===== config.mk =====
export PLATFORM = sky130hd
export DESIGN_NAME = rdtrain_gen
export DESIGN_NICKNAME = d
export VERILOG_FILES = /design/src/rtl/rdtrain_pkg.sv /design/src/rtl/rdtrain_cmdchk.sv /design/src/rtl/rdtrain_modereg.sv /design/src/rtl/rdtrain_burst.sv /design/src/rtl/rdtrain_gen.sv
export SDC_FILE = /design/constraint.sdc
export NUM_CORES = 1
export LEC_CHECK = 0
export ABC_AREA = 1
export BUFFER_PORTS_ARGS = -buffer_cell sky130_fd_sc_hd__buf_4
export CORE_ASPECT_RATIO = 1.75
export CORE_MARGIN = 8
export CORE_UTILIZATION = 35
export DETAILED_ROUTE_END_ITERATION = 16
export GPL_TIMING_DRIVEN = 1
export PLACE_DENSITY_LB_ADDON = 0.2
export SETUP_SLACK_MARGIN = 0.5
export SYNTH_ARGS = -nofsm -noshare
export SYNTH_HDL_FRONTEND = slang
export SYNTH_SLANG_ARGS = --single-unit

===== constraint.sdc =====
create_clock -name clk -period 2.3 [get_ports clk]
set_input_delay 0.115 -clock clk [delete_from_list [all_inputs] [get_ports clk]]
set_output_delay 0.115 -clock clk [all_outputs]
set_load 0.02 [all_outputs]

===== src/rtl/rdtrain_pkg.sv =====
// Package: shared command codes, the pending-read token and the lane pattern rule.
// Assumes one command per clock; code values are fixed by the port definition.
package rdtrain_pkg;

    typedef enum logic [1:0] {
        CMD_NOP   = 2'd0,
        CMD_READ  = 2'd1,
        CMD_WRITE = 2'd2,
        CMD_MRS   = 2'd3
    } cmd_t;

    // One accepted READ travelling through the latency line.
    typedef struct packed {
        logic live;   // a read occupies this stage
        logic train;  // issued while training was on
        logic alt;    // odd lanes carry the inverted pattern
    } token_t;

    // Bit on one lane for one beat: beats toggle 0,1,0,1; odd lanes may invert.
    function automatic logic lane_bit(input logic train, input logic alt,
                                      input logic [1:0] beat, input logic odd_lane);
        return train & (beat[0] ^ (alt & odd_lane));
    endfunction

endpackage


===== src/rtl/rdtrain_cmdchk.sv =====
// Module: rdtrain_cmdchk
// Classifies the command presented this cycle as an accepted read, a register
// write, or an illegal command, given the current mode and burst activity.
// Purely combinational; assumes the caller registers the illegal indication.
module rdtrain_cmdchk
    import rdtrain_pkg::*;
(
    input  cmd_t       op,
    input  logic [3:0] ba,
    input  logic       mr_en,      // calibration enable field of the value
    input  logic       mr_rsvd,    // upper bit of the pattern code
    input  logic       train_en,
    input  logic       busy,
    output logic       acc_read,
    output logic       mr0_wr,
    output logic       mr2_wr,
    output logic       illegal
);

    logic ba_hi_bad;
    logic sel_lat;
    logic sel_cal;

    assign ba_hi_bad = |ba[3:2];
    assign sel_lat   = (ba[1:0] == 2'b00);
    assign sel_cal   = (ba[1:0] == 2'b10);

    // Decide legality and the effect of the command under the current mode.
    always_comb begin
        acc_read = 1'b0;
        mr0_wr   = 1'b0;
        mr2_wr   = 1'b0;
        illegal  = 1'b0;
        unique case (op)
            CMD_NOP: ;
            CMD_READ: begin
                if (!train_en || ba == 4'd0) acc_read = 1'b1;
                else                         illegal  = 1'b1;
            end
            CMD_WRITE: begin
                illegal = train_en;
            end
            CMD_MRS: begin
                if (ba_hi_bad) begin
                    illegal = 1'b1;
                end else if (train_en) begin
                    if (sel_cal && !mr_en && !busy) mr2_wr  = 1'b1;
                    else                            illegal = 1'b1;
                end else if (sel_lat) begin
                    mr0_wr = 1'b1;
                end else if (sel_cal) begin
                    if (mr_en && mr_rsvd) illegal = 1'b1;
                    else                  mr2_wr  = 1'b1;
                end
            end
            default: ;
        endcase
    end

endmodule


===== src/rtl/rdtrain_modereg.sv =====
// Module: rdtrain_modereg
// Holds the data-latency field and the calibration enable and pattern choice.
// Assumes the write strobes are already qualified as legal by the checker.
module rdtrain_modereg #(
    parameter int LAT_W   = 4,
    parameter int DEF_LAT = 3
) (
    input  logic             clk,
    input  logic             rst_n,
    input  logic             mr0_wr,
    input  logic             mr2_wr,
    input  logic [LAT_W-1:0] lat_val,
    input  logic             en_val,
    input  logic             alt_val,
    output logic [LAT_W-1:0] lat,
    output logic             train_en,
    output logic             alt_sel
);

    // Latency register: reset to the default, loaded by a latency write.
    always_ff @(posedge clk) begin
        if (!rst_n)      lat <= LAT_W'(DEF_LAT);
        else if (mr0_wr) lat <= lat_val;
    end

    // Calibration register: enable and lane-inversion choice.
    always_ff @(posedge clk) begin
        if (!rst_n) begin
            train_en <= 1'b0;
            alt_sel  <= 1'b0;
        end else if (mr2_wr) begin
            train_en <= en_val;
            alt_sel  <= en_val & alt_val;
        end
    end

endmodule


===== src/rtl/rdtrain_burst.sv =====
// Module: rdtrain_burst
// Delays each accepted read by the programmed latency, then emits four beats.
// Assumes reads are spaced at least four cycles apart and the latency is not
// changed while reads are in flight; a new start restarts the beat count.
module rdtrain_burst
    import rdtrain_pkg::*;
#(
    parameter int DQ_W  = 8,
    parameter int LAT_W = 4
) (
    input  logic             clk,
    input  logic             rst_n,
    input  token_t           issue,
    input  logic [LAT_W-1:0] lat,
    output logic             busy,
    output logic [DQ_W-1:0]  dq_out,
    output logic             dq_valid
);

    localparam int DEPTH = (1 << LAT_W) - 1;

    token_t             line_q [DEPTH];
    logic [DEPTH-1:0]   in_window;
    logic [LAT_W-1:0]   lat_eff;
    token_t             pick;
    logic               active;
    logic [1:0]         beat;
    logic               cur_train;
    logic               cur_alt;

    assign lat_eff = (lat == '0) ? LAT_W'(1) : lat;
    assign pick    = line_q[lat_eff - 1'b1];

    // Latency line entry stage: capture the token of this cycle's command.
    always_ff @(posedge clk) begin
        if (!rst_n) line_q[0] <= '0;
        else        line_q[0] <= issue;
    end

    genvar gi;
    generate
        for (gi = 1; gi < DEPTH; gi++) begin : g_stage
            // Latency line stage: shift the token one cycle further.
            always_ff @(posedge clk) begin
                if (!rst_n) line_q[gi] <= '0;
                else        line_q[gi] <= line_q[gi-1];
            end
        end
        for (gi = 0; gi < DEPTH; gi++) begin : g_window
            // A stage counts as pending only before the tap is reached.
            assign in_window[gi] = line_q[gi].live && (int'(lat_eff) > gi);
        end
    endgenerate

    // Burst sequencer: start on a tapped token, count four beats, then stop.
    always_ff @(posedge clk) begin
        if (!rst_n) begin
            active    <= 1'b0;
            beat      <= 2'd0;
            cur_train <= 1'b0;
            cur_alt   <= 1'b0;
        end else if (pick.live) begin
            active    <= 1'b1;
            beat      <= 2'd0;
            cur_train <= pick.train;
            cur_alt   <= pick.alt;
        end else if (active) begin
            if (beat == 2'd3) active <= 1'b0;
            else              beat   <= beat + 2'd1;
        end
    end

    generate
        for (gi = 0; gi < DQ_W; gi++) begin : g_lane
            // Lane driver: pattern bit for this lane, zero when idle.
            assign dq_out[gi] = active &
                lane_bit(cur_train, cur_alt, beat, 1'((gi % 2)));
        end
    endgenerate

    assign dq_valid = active;
    assign busy     = active | (|in_window);

endmodule


===== src/rtl/rdtrain_gen.sv =====
// Module: rdtrain_gen (top)
// Device-side read-calibration pattern source: decodes commands, holds the
// two mode registers, and returns either zero data or the training pattern.
// Assumes one command per clock and synchronous active-low reset.
module rdtrain_gen
    import rdtrain_pkg::*;
#(
    parameter int DQ_W    = 8,
    parameter int ADDR_W  = 20,
    parameter int LAT_W   = 4,
    parameter int DEF_LAT = 3
) (
    input  logic              clk,
    input  logic              rst_n,
    input  logic [1:0]        cmd_op,
    input  logic [3:0]        cmd_ba,
    input  logic [ADDR_W-1:0] cmd_addr,
    output logic [DQ_W-1:0]   dq_out,
    output logic              dq_valid,
    output logic              err_flag
);

    logic             acc_read;
    logic             mr0_wr;
    logic             mr2_wr;
    logic             illegal;
    logic             busy;
    logic             train_en;
    logic             alt_sel;
    logic [LAT_W-1:0] lat;
    token_t           issue;
    logic             addr_unused;

    assign addr_unused = ^cmd_addr;

    rdtrain_cmdchk u_chk_cmd (
        .op       (cmd_t'(cmd_op)),
        .ba       (cmd_ba),
        .mr_en    (cmd_addr[2]),
        .mr_rsvd  (cmd_addr[1]),
        .train_en (train_en),
        .busy     (busy),
        .acc_read (acc_read),
        .mr0_wr   (mr0_wr),
        .mr2_wr   (mr2_wr),
        .illegal  (illegal)
    );

    rdtrain_modereg #(.LAT_W(LAT_W), .DEF_LAT(DEF_LAT)) u_mode (
        .clk      (clk),
        .rst_n    (rst_n),
        .mr0_wr   (mr0_wr),
        .mr2_wr   (mr2_wr),
        .lat_val  (cmd_addr[LAT_W-1:0]),
        .en_val   (cmd_addr[2]),
        .alt_val  (cmd_addr[0]),
        .lat      (lat),
        .train_en (train_en),
        .alt_sel  (alt_sel)
    );

    assign issue = '{live: acc_read, train: train_en, alt: alt_sel};

    rdtrain_burst #(.DQ_W(DQ_W), .LAT_W(LAT_W)) u_burst (
        .clk      (clk),
        .rst_n    (rst_n),
        .issue    (issue),
        .lat      (lat),
        .busy     (busy),
        .dq_out   (dq_out),
        .dq_valid (dq_valid)
    );

    // Error pulse: one cycle after an illegal command is sampled.
    always_ff @(posedge clk) begin
        if (!rst_n) err_flag <= 1'b0;
        else        err_flag <= illegal;
    end

endmodule


; ---- Word level (Yosys, flattened, before mapping)
; Memory sizes are Yosys's and may differ from the RTL's.
; Cells that the tools add are included.
[classes]
n_addsub = 2
order_cmp = 15
bitwise = 24
eq_ne = 5
muxes = 42
n_reduce_logical = 29
[ops]
columns = op, n
row1 = $mux 3, 15
row2 = $gt 4x4->1 const B, 7
row3 = $mux 1, 25
row4 = $logic_and 1x1->1, 18
row5 = $gt 4x3->1 const B, 4
row6 = $or 1x1->1, 16
row7 = $reduce_or 15->1, 1
row8 = $eq 2x2->1 const B, 4
row9 = $gt 4x1->1 const B, 2
row10 = $gt 4x2->1 const B, 2
row11 = $logic_not 4->1, 2
row12 = $and 1x1->1, 5
row13 = $mux 4, 1
row14 = $reduce_or 2->1, 2
row15 = $sub 4x1->4 const B, 1
row16 = $logic_not 1->1, 3
row17 = $pmux 1 s3, 1
row18 = $add 2x1->2 const B, 1
row19 = $eq 2x1->1 const B, 1
row20 = $logic_not 2->1, 1
row21 = $not 1->1, 2
row22 = $reduce_and 2->1, 1
row23 = $logic_or 1x1->1, 1
row24 = $xor 1x1->1, 1
[word_totals]
mem_bits_rw = 45
elab_cells = 126
memories = 1
reg_bits = 12
output_inout_bits = 10
[memory_table]
columns = name, depth, width, read_ports, rd_clocked_by_memory_dff, write_ports, line
row1 = u_burst.line_q, 15, 3, 16, 0, 15, rdtrain_burst.sv:22  ; token_t line_q [DEPTH];

; ---- Depth between registers and ports, before layout
; Gate-level depths: netlist of the first run.
[logic_depth]
ltp_word = 12
depth_mapped = 17

; ---- Modules after synthesis
; Synthesis of the first run repeated with hierarchy kept, for this count alone.
[hier_totals]
cells_unflattened = 401
area_unflattened_um2 = 2790.2
[modules_own_cells]
columns = module, cells_per_inst, area_per_inst_um2, n_inst
row1 = rdtrain_burst, 344, 2427.3, 1
row2 = rdtrain_modereg, 27, 207.7, 1
row3 = rdtrain_cmdchk, 27, 127.6, 1
row4 = rdtrain_gen, 3, 27.5, 1

; ---- Least setup slack after synthesis of the first run
; No wires, ideal clock.
[synth_path]
path_type = register to register
startpoint = register u_mode.lat[2]
endpoint = register u_burst.cur_alt
arrival_ps = 1895
n_path_buf = 2
required_time_ps = 2190
setup_ps = 110
stages_incl_launch_ff = 15
setup_slack_ps = 294
path_cell_list = dfxtp_1 nor2_4 nand2_4 nand2_4 buf_4 ha_1 inv_1 clkbuf_1 nand3_1 nand2_1 nand3_1 nand2_1 nand2_1 inv_1 nor2_1
[synth_between]
elab_chain_cells = 4
[synth_rtl]
columns = element, line
row1 = from (decl), rdtrain_modereg.sv:15  ; output logic [LAT_W-1:0] lat,
row2 = from (signal assigned), rdtrain_modereg.sv:22  ; if (!rst_n) lat <= LAT_W'(DEF_LAT);
row3 = from (signal assigned), rdtrain_modereg.sv:23  ; else if (mr0_wr) lat <= lat_val;
row4 = $logic_not 4->1, rdtrain_burst.sv:31  ; assign lat_eff = (lat == '0) ? LAT_W'(1) : lat;
row5 = $mux 4 (*), rdtrain_burst.sv:31
row6 = $sub 4x1->4 (*), rdtrain_burst.sv:32  ; assign pick = line_q[lat_eff - 1'b1];
row7 = $mem_v2 15x3 (*), -
row8 = to (signal assigned), rdtrain_burst.sv:66  ; cur_alt <= pick.alt;
row9 = to (decl), rdtrain_burst.sv:29  ; logic cur_alt;
; Mark *: on every way between the ends. The rest lies on a longest branch, timed or not.
; A chain may end at the register's enable or synchronous reset.

; ---- Worst setup path in the final report of the first run
[layout_path]
startpoint = register u_mode.lat[3]
endpoint = register u_burst.cur_alt
; The elaborated chain is that of the path after synthesis.

==> results of run 1 <==
[worst paths after layout]
check                                        start                               end  slack [ns]  cells past startpoint
setup / recovery        u_mode.lat[3]$_SDFFE_PN0P_      u_burst.cur_alt$_SDFFE_PN0P_        0.44                     15
hold / removal                         cmd_addr[0]        u_mode.lat[0]$_SDFFE_PN1P_        0.02                      3
setup reg to reg        u_mode.lat[3]$_SDFFE_PN0P_      u_burst.cur_alt$_SDFFE_PN0P_        0.44                     15
hold reg to reg   u_burst.line_q[11][0]$_SDFF_PN0_  u_burst.line_q[12][0]$_SDFF_PN0_        0.42                      2
[power by group through the flow]
stage	clock [W]	combinational, W	sequential [W]
floorplan	0	0.0000668	0.00102
global placement	0	0.000102	0.00102
detailed placement	0	0.000103	0.00102
CTS	0.00130	0.000116	0.000999
global route	0.00134	0.000134	0.000999
finish	0.00127	0.000118	0.00100
[placed cells by master (no fill, tap or decap), types with 3 or more instances in the layout]
cell / count
o21ai_1: 4
buf_4: 36
dfxtp_4: 3
clkbuf_16: 9
dfxtp_1: 54
nand3_1: 34
inv_1: 93
inv_2: 3
nor2_1: 22
buf_6: 3
a21oi_1: 10
nor2_4: 3
inv_4: 3
nand3_2: 7
ha_1: 3
clkbuf_8: 4
a21oi_2: 3
nand2_4: 5
nand2_2: 3
nand2_1: 124
o21ai_0: 4
nand3b_1: 11
[registers in the layout (all words and copies together) (netlist names)]
| register | flops |
|---|---|
| u_burst.line_q | 45 |
| u_mode.lat | 4 |
| u_burst.beat | 2 |
| err_flag | 1 |
| u_burst.cur_alt | 1 |
| u_burst.cur_train | 1 |
| u_burst.dq_valid | 1 |
| u_mode.alt_sel | 1 |
| u_mode.train_en | 1 |
[critical path, stage by stage, from the launching register on]
cell	delay, ns
dfxtp_4	0.35
nor2_4	0.13
nand2_4	0.06
nand2_4	0.09
inv_4	0.06
ha_4	0.16
inv_4	0.07
nor2_4	0.04
nor2_4	0.22
inv_2	0.11
nand3_2	0.11
nand3_4	0.10
nand2_4	0.10
nand2_1	0.05
inv_1	0.05
nor2_1	0.03
[per-layer routing]
| metal | share of wire | wire length [um] | up-vias | global-route usage |
|---|---|---|---|---|
| li1 | - | - | 1306 | - |
| met3 | 0.033 | 221 | 18 | 0.0318 |
| met1 | 0.38 | 2540 | 1169 | 0.117 |
| met2 | 0.56 | 3780 | 39 | 0.242 |
| met4 | 0.032 | 214 | 0 | 0.0835 |
| met5 | 0 | 0 | - | 0 |
[kinds of logic after synthesis]
logic type      count (synthesis)
simple gates                  217
buf+inv                       119
flops                          57
compound gates                 22
fa+ha+maj                       5
[cell type report]
class	count	area [um^2]	share of cell area
multi-input cells	244	1260	0.355
flip-flops and latches	57	1150	0.324
inverters	100	388	0.109
repair buffers	42	349	0.0980
clock buffers	14	284	0.0798
well taps	90	113	0.0316
clock inverters	2	10.0	0.00281
[timing repair]
action                     4_1_cts  5_1_grt
hold endpoints to repair         1        0
pin swaps                       15        8
hold buffers                     1        0
gates resized for setup         31       11
setup endpoints to repair        8        8
buffers inserted                 9        4
[per-stage QoR]
stage / total power, W / util
finish: 0.00239 / 0.456
global route: 0.00247 / 0.456
CTS: 0.00241 / 0.449
detailed placement: 0.00113 / 0.383
global placement: 0.00113 / 0.383
floorplan: 0.00109 / -
==> results.json, run 1 <==
{
  "status": "completed",
  "dr.pass1.iters": 4,
  "synthAdderAreaFrac": 0.0226,
  "crit_type": "reg -> reg",
  "synth-edff-count": 0,
  "grt_overflow": 0,
  "grt_pass1_vias": 2564,
  "synth_nets": 453,
  "gp_congestion": 0.865,
  "syn_to_final_growth_pct": 28.5,
  "wl_per_cell_um": 12.3,
  "max_freq_mhz": 539,
  "antenna_found_initial": 0,
  "yosysSeqAreaShare": 0.412,
  "cp.arrival_ns": 2.07,
  "clk_latency_ns": 0.33,
  "async_flop_share": 0,
  "tns_ns": 0,
  "hpwlAfterDp_mm": 4.68,
  "pre_cts_slack_ns": 0.279,
  "crit_fanout": 5,
  "synth_xor_area_frac": 0,
  "h-tree-depth": 3,
  "holdWs_ns": 0.0169,
  "cts.path.max_buffers": 2,
  "drtAntennaViolNets": 0,
  "p_leak_nw": 1.93,
  "ys_seq_elements": 57,
  "cp-end-kind": "flip-flop",
  "muxShareOfSynthArea": 0,
  "worst_slew_pin_slew_ns": 0.523,
  "skew_ns": 0.00836,
  "setup_viol": 0,
  "wirelength_mm": 6.75,
  "combPwrFrac": 0.050,
  "yosys-top-cells-count": "129 x nand2_1, 99 x inv_1, 57 x dfxtp_1",
  "p_per_area_nw_per_um2": 671,
  "cts_root_buf": "clkbuf_16",
  "synth_compound_area_frac": 0.0406,
  "final_hold_viol_count": 0,
  "vdd_drop_max_uv": 443,
  "finalMaxSlewViolations": 0,
  "numCtsBuffers": 9,
  "dpl-instance-area_um2": 2990,
  "yosysTopAreaCell": "dfxtp_1",
  "numClockSinks": 57,
  "yosysTopAreaCellShare": 0.412,
  "hold_path_class": "in -> reg",
  "relSlewSlack": 0.651,
  "antennaDiodeCount": 0,
  "period_share": 0.807,
  "worstPathRequired_ns": 2.52,
  "drive_above_1_share": 0.203,
  "num-fill-cells": 823,
  "grt_first_pass_wirelength_mm": 11.6,
  "min_period_ns": 1.86,
  "viasPerCell": 4.61,
  "clkTransAtPathRegs_ns": 0.05,
  "p_sw_frac": 0.212,
  "seq_power_share": 0.419,
  "die_y_um": 134,
  "synth_top_family_by_area": "simple AND/OR/NAND/NOR gates",
  "io_pins": 38,
  "num_rows": 43,
  "grt_usage": 0.128,
  "placed_cells": 519,
  "dieArea_um2": 11100,
  "synthFlopType": "dfxtp_1",
  "cap_violations": 0,
  "grt_setup_unrepaired": "yes",
  "grt_max_degree": 53,
  "ys_warn_count": 0,
  "start_kind": "flip-flop",
  "p_sw_w": 0.000507,
  "syn-instance-count": 420,
  "vias": 2532,
  "portBuffers": 21,
  "drc_errors": 0,
  "start_util": 0.355,
  "stdcell_count": 549,
  "core-area_um2": 7800,
  "yosysUniqueCellTypes": 24,
  "yosys.area_share.simple": 0.349,
  "die_x_um": 83.3,
  "fin_area_um2": 3560,
  "syn-cell-area_um2": 2770,
  "p_int_w": 0.00188,
  "worst_slack_ns": 0.444,
  "syn_avg_cell_area_um2": 6.60,
  "drt_iter0_markers": 159,
  "synth_area_leaders": "dfxtp_1 41%, nand2_1 17%, inv_1 13%",
  "cts_tree": "built",
  "yosysMostFrequentCell": "nand2_1",
  "nets": 487,
  "p_clk_frac": 0.532
}
No activity file was read; power rests on OpenSTA's default activity.
==> run 2, diff against run 1 <==
Clock period 2.3 ns to 1.6 ns, I/O delays scaled along.
==> results.json, run 2 (same netlist as run 1, synthesis figures left out) <==
{
  "clkTransAtPathRegs_ns": 0.05,
  "reg_top3": "u_burst.line_q x45, u_mode.lat x4, u_burst.beat x2",
  "drc_errors": 0,
  "relSlewSlack": 0.768,
  "regMostFlops": "u_burst.line_q",
  "min_path_cells": 3,
  "worst_path_dominant_cell_family": "simple AND/OR/NAND/NOR gates",
  "viasPerCell": 4.49,
  "worst_slew_pin_slew_ns": 0.344,
  "worst_slack_ns": -0.192,
  "grt_overflow": 0,
  "antennaDiodeCount": 0,
  "path_buf_inv": 4,
  "grt_usage": 0.130,
  "dr.pass1.iters": 4,
  "drt_iter0_markers": 87,
  "crit_chain": "nor2_4 > nand2_4 > nand2_4 > inv_6 > ha_4 > inv_4 > nor2_4 > nor2_4 > buf_6 > nor2_1 > nand2_1 > nand3_2 > nand2_1 > nand2_1 > inv_1 > nor2_1",
  "drive_above_1_share": 0.248,
  "io_pins": 38,
  "pre_cts_slack_ns": -0.312,
  "holdWs_ns": 0.0466,
  "numCtsBuffers": 9,
  "nets": 501,
  "cts_tree": "built",
  "numClockSinks": 57,
  "drtAntennaViolNets": 0,
  "cts_root_buf": "clkbuf_16",
  "grt_setup_unrepaired": "yes",
  "hpwlAfterDp_mm": 5.23,
  "h-tree-depth": 3,
  "num_rows": 43,
  "die_x_um": 83.3,
  "crit_fanout": 6,
  "layout_commonest_cell": "nand2_1",
  "syn_to_final_growth_pct": 35.2,
  "cap_violations": 0,
  "cp.arrival_ns": 2.02,
  "cp_slowest_cell": "dfxtp_2",
  "vias": 2522,
  "grt_max_degree": 32,
  "period_share": 1.12,
  "setup_viol": 8,
  "portBuffers": 21,
  "cts.path.max_buffers": 2,
  "cp-end-kind": "flip-flop",
  "dieArea_um2": 11100,
  "crit_cells": 16,
  "final_hold_viol_count": 0,
  "gp_congestion": 0.894,
  "max_freq_mhz": 558,
  "final_cell_mix": "122 x nand2_1, 92 x inv_1, 51 x dfxtp_1, 38 x buf_4, 32 x nand3_1",
  "largest_register_ffs": 45,
  "skew_ns": 0.00696,
  "die_y_um": 134,
  "violations": "negative setup slack",
  "num-fill-cells": 798,
  "crit_type": "reg -> reg",
  "grt_first_pass_wirelength_mm": 11.6,
  "slowest_delay_ns": 0.33,
  "r2r_cells": 16,
  "wl_per_cell_um": 12.3,
  "hold_path_class": "in -> reg",
  "antenna_found_initial": 0,
  "p_leak_nw": 1.98,
  "status": "finished with violations",
  "core-area_um2": 7800,
  "grt_pass1_vias": 2544,
  "p_per_area_nw_per_um2": 893,
  "worstPathRequired_ns": 1.83,
  "start_kind": "flip-flop",
  "finalMaxSlewViolations": 0,
  "vdd_drop_max_uv": 542,
  "clk_latency_ns": 0.33,
  "min_period_ns": 1.79,
  "start_util": 0.355,
  "wirelength_mm": 6.89
}
## run 2: changes by cell type in the layout (fill, tap and decap cells not counted), sizes merged
cell / before / now
buf: 41 / 52
clkbuf: 14 / 10
dlygate4sd3: 1 / 4
clkinvlp: 0 / 3
## run 2: power by group
group	switching, W	total [W]	internal (W)
logic	0.000109	0.000194	0.0000851
registers	0.0000100	0.00144	0.00143
clock network	0.000638	0.00171	0.00107
total	0.000757	0.00334	0.00259
## run 2: through the flow
stage               instance area (um^2)  std cells  utilization  TNS [ns]  power, W
floorplan                           2880        420            -    -0.649   0.00157
global placement                    3190        532        0.408     -1.63   0.00163
detailed placement                  3190        532        0.408     -1.79   0.00163
CTS                                 3670        559        0.470     -1.41   0.00338
global route                        3750        562        0.480     -2.25   0.00347
finish                              3750        562        0.480     -1.24   0.00334
## run 2: metal layers
layer / routed length (um) / global-route usage / vias to the layer above
met1: 2710 / 0.125 / 1137
li1: - / - / 1334
met4: 302 / 0.0982 / 0
met5: 0 / 0 / -
met3: 189 / 0.0269 / 17
met2: 3690 / 0.235 / 34
## run 2: final timing paths
check                                        start                                to  slack (ns)
setup / recovery        u_mode.lat[3]$_SDFFE_PN0P_    u_burst.cur_train$_SDFFE_PN0P_       -0.19
setup reg to reg        u_mode.lat[3]$_SDFFE_PN0P_    u_burst.cur_train$_SDFFE_PN0P_       -0.19
hold / removal                           cmd_op[0]   u_burst.line_q[0][2]$_SDFF_PN0_        0.05
hold reg to reg   u_burst.line_q[11][1]$_SDFF_PN0_  u_burst.line_q[12][1]$_SDFF_PN0_        0.42
## run 2: worst register-to-register path: cells and delay by family (launching register included)
family / cells / cell delay (ns)
buf+inv: 4 / 0.31
fa+ha+maj: 1 / 0.16
simple gates: 11 / 0.90
flops: 1 / 0.33
## run 2: layout make-up
type / instances / area (um^2) / area share
clock buffer: 10 / 239 / 0.0638
timing repair buffer: 56 / 492 / 0.131
clock inverter: 5 / 32.5 / 0.00868
sequential: 57 / 1150 / 0.308
inverter: 100 / 395 / 0.106
tap: 90 / 113 / 0.0301
multi-input combinational: 244 / 1320 / 0.353
## run 2: what timing repair did
action	4_1_cts	5_1_grt
hold buffers	4	0
hold endpoints to repair	4	0
pin swaps	13	10
setup buffers	8	3
endpoints found under the setup margin	20	18
resized for setup	29	17
==> run 3, diff against run 2 <==
Settings changed: CTS_BUF_LIST from default to sky130_fd_sc_hd__clkbuf_2.
==> results.json, run 3 (same netlist as run 1, synthesis figures left out) <==
{
  "status": "finished with violations",
  "violations": "negative setup slack",
  "crit_type": "reg -> reg",
  "cts_root_buf": "clkbuf_2",
  "crit_fanout": 6,
  "h-tree-depth": 3,
  "numClockSinks": 57,
  "gp_congestion": 0.894,
  "die_x_um": 83.3,
  "skew_ns": 0.0278,
  "relSlewSlack": 0.765,
  "drive_above_1_share": 0.240,
  "cts.path.max_buffers": 2,
  "dieArea_um2": 11100,
  "core-area_um2": 7800,
  "clkTransAtPathRegs_ns": 0.17,
  "num-fill-cells": 824,
  "drc_errors": 0,
  "drtAntennaViolNets": 0,
  "p_per_area_nw_per_um2": 666,
  "final_cell_mix": "122 x nand2_1, 92 x inv_1, 49 x dfxtp_1, 40 x buf_4, 33 x nand3_1",
  "pre_cts_slack_ns": -0.312,
  "antenna_found_initial": 1,
  "viasPerCell": 4.50,
  "regMostFlops": "u_burst.line_q",
  "grt_pass1_vias": 2544,
  "die_y_um": 134,
  "grt_first_pass_wirelength_mm": 11.7,
  "clk_latency_ns": 0.49,
  "num_rows": 43,
  "power.total_w": 0.00235,
  "vdd_drop_max_uv": 401,
  "p_leak_nw": 1.88,
  "largest_register_ffs": 45,
  "hpwlAfterDp_mm": 5.23,
  "wirelength_mm": 6.91,
  "grt_setup_unrepaired": "yes",
  "max_freq_mhz": 562,
  "cp.arrival_ns": 2.22,
  "grt_max_degree": 32,
  "wl_per_cell_um": 12.3,
  "period_share": 1.11,
  "start_util": 0.355,
  "cap_violations": 0,
  "hold_path_class": "in -> reg",
  "worstPathRequired_ns": 2.04,
  "holdWs_ns": 0.0624,
  "final_hold_viol_count": 0,
  "setup_viol": 8,
  "cts_tree": "built",
  "numCtsBuffers": 9,
  "start_kind": "flip-flop",
  "grt_usage": 0.131,
  "worst_slew_pin_slew_ns": 0.349,
  "io_pins": 38,
  "min_period_ns": 1.78,
  "portBuffers": 21,
  "finish.utilization": 0.453,
  "drt_iter0_markers": 82,
  "syn_to_final_growth_pct": 27.5,
  "vias": 2530,
  "layout_commonest_cell": "nand2_1",
  "nets": 500,
  "reg_top3": "u_burst.line_q x45, u_mode.lat x4, u_burst.beat x2",
  "finalMaxSlewViolations": 0,
  "grt_overflow": 0,
  "worst_slack_ns": -0.178,
  "cp-end-kind": "flip-flop",
  "dr.pass1.iters": 4
}
[run 3: cell types whose count changed in the layout (fill, tap and decap cells not counted), sizes merged]
cell / before / now
buf: 52 / 47
clkbuf: 10 / 9
clkinv: 2 / 3
diode: 0 / 1
dlygate4sd3: 4 / 8
[run 3: path summary, 6_finish.rpt]
| path | from | end | slack (ns) | depth (start not counted) |
|---|---|---|---|---|
| worst min register to register | u_burst.line_q[12][1]$_SDFF_PN0_ | u_burst.line_q[13][1]$_SDFF_PN0_ | 0.43 | 2 |
| worst max register to register | u_mode.lat[3]$_SDFFE_PN0P_ | u_burst.cur_alt$_SDFFE_PN0P_ | -0.18 | 17 |
| worst min-delay path | cmd_ba[2] | u_mode.train_en$_SDFFE_PN0P_ | 0.06 | 5 |
| worst max-delay path | u_mode.lat[3]$_SDFFE_PN0P_ | u_burst.cur_alt$_SDFFE_PN0P_ | -0.18 | 17 |
[run 3: critical path, stage by stage, from the launching register on]
cell and delay, ns:
dfxtp_2 0.38, nor2_4 0.05, nand2_4 0.07, nand2_4 0.08, inv_6 0.09, ha_4 0.13, inv_2 0.04, nand2_1 0.08
inv_2 0.05, nor2_4 0.20, buf_4 0.15, buf_4 0.09, nand2_1 0.05, nand3_1 0.06, nand2_1 0.06, nand2_1 0.06
inv_1 0.04, nor2_1 0.06
[run 3: area by class of cell]
type | instances | area [um^2] | area share
well taps | 90 | 113 | 0.0319
repair buffers | 55 | 468 | 0.132
multi-input cells | 244 | 1320 | 0.373
clock inverters | 6 | 36.3 | 0.0103
diodes | 1 | 2.50 | 0.000708
flip-flops and latches | 57 | 1160 | 0.328
clock buffers | 9 | 45.0 | 0.0127
inverters | 100 | 390 | 0.110
[run 3: routing by layer]
layer	track usage	up-vias	part of all wire	wire length, um
li1	-	1335	-	-
met1	0.126	1141	0.39	2720
met2	0.234	33	0.53	3640
met3	0.0287	21	0.027	184
met4	0.105	0	0.052	358
met5	0	-	0	0
[run 3: per-stage QoR]
step | area (um^2) | std cells | TNS [ns]
after CTS | 3480 | 560 | -1.58
after global placement | 3190 | 532 | -1.63
after global routing | 3530 | 562 | -2.42
after floorplan | 2880 | 420 | -0.649
after detailed placement | 3190 | 532 | -1.79
final | 3530 | 562 | -1.26
[run 3: where the power goes]
group,internal [W],switching [W]
Sequential,0.00143,0.0000110
Clock,0.000183,0.000531
Combinational,0.0000894,0.000112
Total,0.00170,0.000654
[run 3: what timing repair did]
action / CTS / global route
pin swaps: 10 / 7
gates resized for setup: 26 / 17
hold buffers: 9 / 0
endpoints found under the hold margin: 26 / 0
buffers inserted: 4 / 1
endpoints found under the setup margin: 22 / 21
